$ cat config.mk
export PLATFORM = sky130hd
export DESIGN_NAME = i2c_mem_rd_target
export DESIGN_NICKNAME = d
export VERILOG_FILES = /design/src/rtl/i2c_mem_rd_target.sv
export SDC_FILE = /design/constraint.sdc
export NUM_CORES = 2
export LEC_CHECK = 0
export BUFFER_PORTS_ARGS = -buffer_cell sky130_fd_sc_hd__buf_2
export CORE_UTILIZATION = 45
export DETAILED_ROUTE_END_ITERATION = 8
export GPL_TIMING_DRIVEN = 1
export PLACE_DENSITY = 0.61
export SLEW_MARGIN = 15
export SYNTH_ARGS = -nofsm -noshare
export SYNTH_HDL_FRONTEND = slang
export SYNTH_SLANG_ARGS = --single-unit
export TNS_END_PERCENT = 5
$ cat constraint.sdc
create_clock -name clk -period 3.4 [get_ports clk]
set_clock_uncertainty 0.05 [all_clocks]
set_input_delay 0.17 -clock clk [delete_from_list [all_inputs] [get_ports clk]]
set_output_delay 0.17 -clock clk [all_outputs]
set_load 0.01 [all_outputs]
$ cat src/rtl/i2c_mem_rd_target.sv
module i2c_mem_rd_target #(
  parameter int          AW     = 8,
  parameter logic [3:0]  DEV_ID = 4'b1010
) (
  input  logic          clk,
  input  logic          rst_n,
  input  logic          scl_i,
  input  logic          sda_i,
  output logic          sda_oe,
  input  logic [2:0]    strap,
  input  logic          pre_we,
  input  logic [AW-1:0] pre_addr,
  input  logic [7:0]    pre_data
);
  localparam int DEPTH = 1 << AW;

  typedef enum logic [2:0] {IDLE, DEV, DACK, WADR, WACK, TX, MACK} st_t;

  logic [2:0]    scl_p, sda_p;
  st_t           st;
  logic [3:0]    bitn;
  logic [7:0]    sr, tx;
  logic          rw, more;
  logic [AW-1:0] ptr;
  logic [7:0]    mem [DEPTH];

  wire scl_s = scl_p[1];
  wire scl_q = scl_p[2];
  wire sda_s = sda_p[1];
  wire sda_q = sda_p[2];
  wire scl_rise  = scl_s & ~scl_q;
  wire scl_fall  = ~scl_s & scl_q;
  wire start_det = scl_s & scl_q & sda_q & ~sda_s;
  wire stop_det  = scl_s & scl_q & ~sda_q & sda_s;
  wire dev_hit   = (sr[7:1] == {DEV_ID, strap});

  assign sda_oe = (st == DACK) || (st == WACK) || (st == TX && !tx[7]);

  always_ff @(posedge clk or negedge rst_n)
    if (!rst_n) begin
      scl_p <= '1;
      sda_p <= '1;
    end else begin
      scl_p <= {scl_p[1:0], scl_i};
      sda_p <= {sda_p[1:0], sda_i};
    end

  always_ff @(posedge clk)
    if (pre_we) mem[pre_addr] <= pre_data;

  always_ff @(posedge clk or negedge rst_n)
    if (!rst_n) begin
      st   <= IDLE;
      bitn <= '0;
      sr   <= '0;
      tx   <= '0;
      rw   <= 1'b0;
      more <= 1'b0;
      ptr  <= '0;
    end else if (start_det) begin
      st   <= DEV;
      bitn <= '0;
    end else if (stop_det) begin
      st <= IDLE;
    end else begin
      case (st)
        DEV, WADR: begin
          if (scl_rise && bitn < 4'd8) begin
            sr   <= {sr[6:0], sda_s};
            bitn <= bitn + 4'd1;
          end
          if (scl_fall && bitn == 4'd8) begin
            if (st == WADR) begin
              ptr <= sr[AW-1:0];
              st  <= WACK;
            end else if (dev_hit) begin
              rw <= sr[0];
              st <= DACK;
            end else begin
              st <= IDLE;
            end
          end
        end
        DACK: if (scl_fall) begin
          bitn <= '0;
          if (rw) begin
            tx <= mem[ptr];
            st <= TX;
          end else begin
            st <= WADR;
          end
        end
        WACK: if (scl_fall) st <= IDLE;
        TX: if (scl_fall) begin
          if (bitn == 4'd7) begin
            ptr <= ptr + 1'b1;
            st  <= MACK;
          end else begin
            tx   <= {tx[6:0], 1'b0};
            bitn <= bitn + 4'd1;
          end
        end
        MACK: begin
          if (scl_rise) more <= ~sda_s;
          else if (scl_fall) begin
            if (more) begin
              tx   <= mem[ptr];
              bitn <= '0;
              st   <= TX;
            end else begin
              st <= IDLE;
            end
          end
        end
        default: st <= IDLE;
      endcase
    end

  assert_oe_scl_low_R11: assert property (@(posedge clk) disable iff (!rst_n)
    !$stable(sda_oe) |-> ($past(!scl_s) || $past(start_det) || $past(stop_det)));

  assert_stop_release_R10: assert property (@(posedge clk) disable iff (!rst_n)
    stop_det |=> !sda_oe);

  assert_byte_inc_R5: assert property (@(posedge clk) disable iff (!rst_n)
    (st == TX && scl_fall && bitn == 4'd7 && !start_det && !stop_det)
      |=> ptr == AW'($past(ptr) + 1'b1));

  assert_miss_noack_R2: assert property (@(posedge clk) disable iff (!rst_n)
    (st == DEV && scl_fall && bitn == 4'd8 && !dev_hit && !start_det && !stop_det)
      |=> !sda_oe);

  assert_idle_ptr_R9: assert property (@(posedge clk) disable iff (!rst_n)
    (st == IDLE) |=> $stable(ptr));
endmodule

After elaboration in Yosys (flattened, before gate mapping). Memory sizes are Yosys's and may differ from the RTL's. Index checks and enable logic that the tools add are counted.

Flip-flop bits (word level): 39. RAM bits: 2048. Input bits: 24. Output and inout bits: 1. Memories: 1.

Memory list: mem (depth 256, bits a word 8, read ports 1, clocked after memory_dff 0, wr ports 1, line 25) `logic [7:0] mem [DEPTH];`.

$add $sub $neg: 2. Order comparisons: 1. Equality and inequality tests: 34. Muxes and demuxes: 39. Bitwise logic cells: 14. Reduce and logical (&&, ||, !) cells: 17.

Operators by type and width (count): $mux 8 (11); $mux 3 (12); $mux 4 (9); $ne 4x4->1 const B (6); $pmux 8 s3 (1); $ne 3x3->1 const B (7); $ne 2x2->1 const B (10); $pmux 4 s4 (1); $pmux 8 s2 (1); $pmux 3 s5 (1); $reduce_and 7->1 (2); $reduce_and 10->1 (1); $eq 3x3->1 const B (3); $reduce_and 9->1 (1); $add 8x1->8 const B (1); $reduce_and 4->1 (2); $and 1x1->1 (7); $eq 7x7->1 (1); $not 1->1 (7); $eq 3x2->1 const B (2); $reduce_and 6->1 (1); $reduce_bool 5->1 (1); $add 4x1->4 const B (1); $eq 4x3->1 const B (1); 13 further kinds (17).

Longest topological paths before layout.
Depth after elaboration: 7. Depth in mapped cells: 13.

Least setup slack after synthesis. OpenSTA, ideal clock, no wires.

Path kind: reg-to-reg. Start: register ptr[0]. End: register tx[0]. Arrival time: 2.484 ns. Path slack: 0.737 ns. Stages on the path, launching flop included: 11. Buffers on the path: 4. Path through: dfrtp_1 -> buf_6 -> buf_12 -> buf_6 -> buf_6 -> mux4_2 -> mux4_2 -> a22oi_1 -> nand3_1 -> a32oi_1 -> o31ai_1.

Longest elaborated chain between the ends: 5. Elaborated cells on any way between the ends: 7. Those cells by class: 6 x mux; 1 x memory.

RTL lines: from (decl) (line 24) `logic [AW-1:0] ptr;`; from (signal assigned) (line 74) `ptr <= sr[AW-1:0];`; from (signal assigned) (line 96) `ptr <= ptr + 1'b1;`; $mem_v2 256x8 *; $mux 8 (line 106) `if (more) begin`; $mux 8 (line 105) `else if (scl_fall) begin`; $mux 8 (line 104) `if (scl_rise) more <= ~sda_s;`; $pmux 8 s3 * (line 66) `case (st)`; to (signal assigned) (line 87) `tx <= mem[ptr];`; to (signal assigned) (line 99) `tx <= {tx[6:0], 1'b0};`; to (signal assigned) (line 107) `tx <= mem[ptr];`; to (decl) (line 22) `logic [7:0] sr, tx;`.

Every way passes the cells marked *; elsewhere a longest branch is shown, timed or not. The select of a mux whose other input is x is not followed. A chain may end at the register's enable or synchronous reset.

Worst setup path after layout.
Start: register ptr[0]. End: register tx[5].

Same word-level chain as after synthesis.

==> parameters.txt <==
Parameter                              Value

Critical path
  Critical-path top delay cell    or4_1
  Required time at the endpoint of the critical path    4.08 ns
  Reg2reg setup slack    -0.01 ns
  Largest driver fanout on the critical path    9
  Cells along the critical path    buf_4 > buf_12 > buf_4 > mux4_2 > nand2_1 > a21oi_1 > or4_1 > o221ai_2 > buf_4 > o311ai_1 > a22o_1
  Kind of start point of the critical path    flop
  Critical Path Max Stage Delay    0.64 ns
  Endpoint class of the critical path    flop
  Worst endpoint data arrival time    4.09 ns
  Family of cells with the greatest summed delay on the critical path    simple AND/OR/NAND/NOR gates
  Crit Path Class    reg2reg
  Worst path buffer plus inverter count    4
  Cell mode on critical path    buf_4

Floorplan
  Vert. Die Dim    428.7 microns
  Effective utilization at floorplan    0.4533
  Num ports    25
  Row cnt    156
  Core area    180700 sq um
  Area enclosed by the die boundary    183800 sq um
  Horizontal die dimension    428.7 microns

CTS
  CTS sink cnt    2087
  Clock latency on the worst-skew pair    0.87 ns
  Clock slew at the register clock pins of the worst setup and hold paths    0.06 ns
  CTS Root Cell    clkbuf_16
  Number of buffers inserted during clock tree synthesis    207
  H-tree Lvls    4
  CTS tree    done
  Clk buf depth    3

Final layout
  Filler cells    14.06k
  Most common library cell in the layout ignoring fill and taps    edfxtp_1
  Share of layout cells above drive strength 1    0.3079
  Commonest non-fill, non-tap cells in the layout    edfxtp_1, buf_4, mux4_2
  Number of nets in the finished design    4576
  Area of the multi-input gates    18080 sq um
  Core occupancy in the finished layout    0.5303
  Synthesis-to-layout area growth    16.99%
  Fin cells    7101
  Area occupied by registers    62500 sq um

Timing
  Fin crit share    1.003
  Setup violations, final    1
  Worst rel slew slack    0.1866
  Slew at the pin with the worst max-slew slack    1.220 ns
  Final Hold Vio Count    0
  Slew Limit Fails    0
  Fmax    293.1 MHz
  Total negative slack    -0.01128 ns
  Hold slack final    0.03088 ns
  Min setup slack post-route    -0.01128 ns
  Setup repair after global routing missed its margin    true
  Post-layout min period    3.411 ns

Synthesis
  Dominant cells by area after synthesis    edfxtp_1, mux4_2, mux2i_1
  Post-synthesis sequential element count    2087
  Net count after synthesis    3979
  Top FF cell, synth    edfxtp_1
  Distinct cell type count after synthesis    72
  Mean post-synth cell area    20.73 sq um
  Fraction of synthesized cell area taken by the top area cell type    0.7506
  Post-Syn Area    81930 sq um
  Register area share after synthesis    0.7626
  Number of synthesis warnings    0
  Library cell occupying the most area in the post-synthesis netlist    edfxtp_1
  Syn Inst Count    3952
  Count of flip-flops with a built-in enable after synthesis    2048
  Post-synth ARST share    0.01869

Min path
  Class of the tightest hold or removal check    in2reg

Place
  Placer congestion estimate    0.8952
  Dpl hpwl    143900 microns
  Number of input and output port buffers inserted    24
  Post-Place Cells    6686

Power and ir drop
  Power, Total    66.22 mW
  Leakage component of the power    30.72 nW
  P per Cell Area    690.9 nW/um^2
  Worst vdd rail ir drop    0.0004443 V

GRT
  Grt total ovfl    0
  First-pass GRT wire length    321400 microns
  Initial antenna violation count    7
  Total routing resource utilization after global routing    0.2462
  Pin count of the biggest net entering global routing    136
  Via count of the first global-routing pass    42.74k

Drt
  Number of design-rule violations left by the first detailed-router iteration    6181
  Number of nets with antenna violations after detailed routing    0
  Total wire length    225700 microns
  Via-per-instance ratio    6.095
  DR WL/cell    31.79 microns
  Pre-Repair DR Iteration Count    5
  Number of DRC violations after detailed routing    0
  Total via count in the routed design    43.28k

Outcome
  Result of the run    finished with violations
  Violated checks    setup timing

Job
  Max-capacitance violation count    0
==> flip-flops by register name (all words and copies together), names as in the netlist <==
register / count
bitn: 4
more: 1
tx: 8
sr: 8
scl_p: 3
sda_p: 3
mem: 2048
rw: 1
st: 3
ptr: 8
==> kinds of logic (layout without fill, tap and decap cells) <==
family                     Yosys count  after routing  share of synthesized area
and+or+nand+nor                    558            558                    0.02938
muxes                              685            685                     0.1586
AOI/OAI and AO/OA                  353            353                    0.02963
adders and majority gates            3              3                  0.0004582
other                                0              6                          0
buffers and inverters              261           1034                    0.01874
xor gates and xnor gates             5              5                  0.0005346
DFF                               2087           2087                     0.7626
==> stage by stage <==
step | worst slack (ns) | cell area [sq um]
after floorplan | 0.7366 | 81930
after global placement | -0.2659 | 88850
after detailed placement | -0.2885 | 88850
after CTS | -0.04367 | 95680
after global routing | -0.06226 | 95840
final | -0.01128 | 95850
==> metal layers <==
layer	vias up	global-route usage	routed length, microns
met3	335	0.04523	21270
met1	23080	0.3636	93520
met2	2198	0.3737	104100
met4	2	0.07568	6823
met5	-	0	10
li1	17670	-	-
==> synthesized netlist by cell type (10+ instances only) <==
| cell type | n |
|---|---|
| edfxtp_1 | 2048 |
| mux4_2 | 475 |
| nor2_1 | 319 |
| mux2i_1 | 173 |
| clkbuf_1 | 107 |
| nand2_1 | 93 |
| a21oi_1 | 65 |
| buf_2 | 64 |
| o21ai_0 | 49 |
| a22oi_1 | 46 |
| nand3_1 | 46 |
| o22ai_1 | 39 |
| dfrtp_1 | 33 |
| a211oi_1 | 27 |
| mux2_2 | 27 |
| buf_4 | 26 |
| buf_6 | 25 |
| nor2b_1 | 22 |
| o221ai_1 | 19 |
| a221oi_1 | 18 |
| nor3_1 | 16 |
| a31oi_1 | 14 |
| nand2b_1 | 11 |
| o211ai_1 | 11 |
| buf_1 | 10 |
| inv_1 | 10 |
| mux4_1 | 10 |
| nand4_1 | 10 |
==> area by class of cell <==
type                       count  share of cell area
tap                         2370             0.03094
clock buffer                 260             0.05665
sequential                  2087              0.6521
multi-input combinational   1604              0.1886
timing repair buffer         636             0.05920
antenna                        6           0.0001566
clock inverter               125             0.01180
inverter                      13           0.0005613
==> what timing repair did <==
item / in CTS / in global routing
endpoints found under the hold margin: 309 / 0
gates resized for setup: 15 / 17
hold buffers: 19 / 0
setup buffers: 0 / 4
cloned: 0 / 1
pin swaps: 0 / 2
endpoints found under the setup margin: 8 / 8
==> report_power, final <==
group	switching [mW]	leakage [nW]	internal, mW
clock	9.75	3.19	12.4
combinational	8.48	8.63	6.89
sequential	0.274	18.9	28.4
total	18.5	30.7	47.7
==> final timing paths <==
| path | startpoint | endpoint | cells past startpoint |
|---|---|---|---|
| worst max register to register | ptr[0]$_DFFE_PN0P_ | tx[5]$_DFFE_PN0P_ | 11 |
| worst max-delay path | ptr[0]$_DFFE_PN0P_ | tx[5]$_DFFE_PN0P_ | 11 |
| worst min register to register | scl_p[0]$_DFF_PN1_ | scl_p[1]$_DFF_PN1_ | 0 |
| worst min-delay path | pre_data[0] | mem[81][0]$_DFFE_PP_ | 1 |
| min in group asynchronous | rst_n | st[0]$_DFFE_PN0P_ | 4 |
| max in group asynchronous | rst_n | scl_p[2]$_DFF_PN1_ | 4 |
Power figures use the tool's default switching activity.
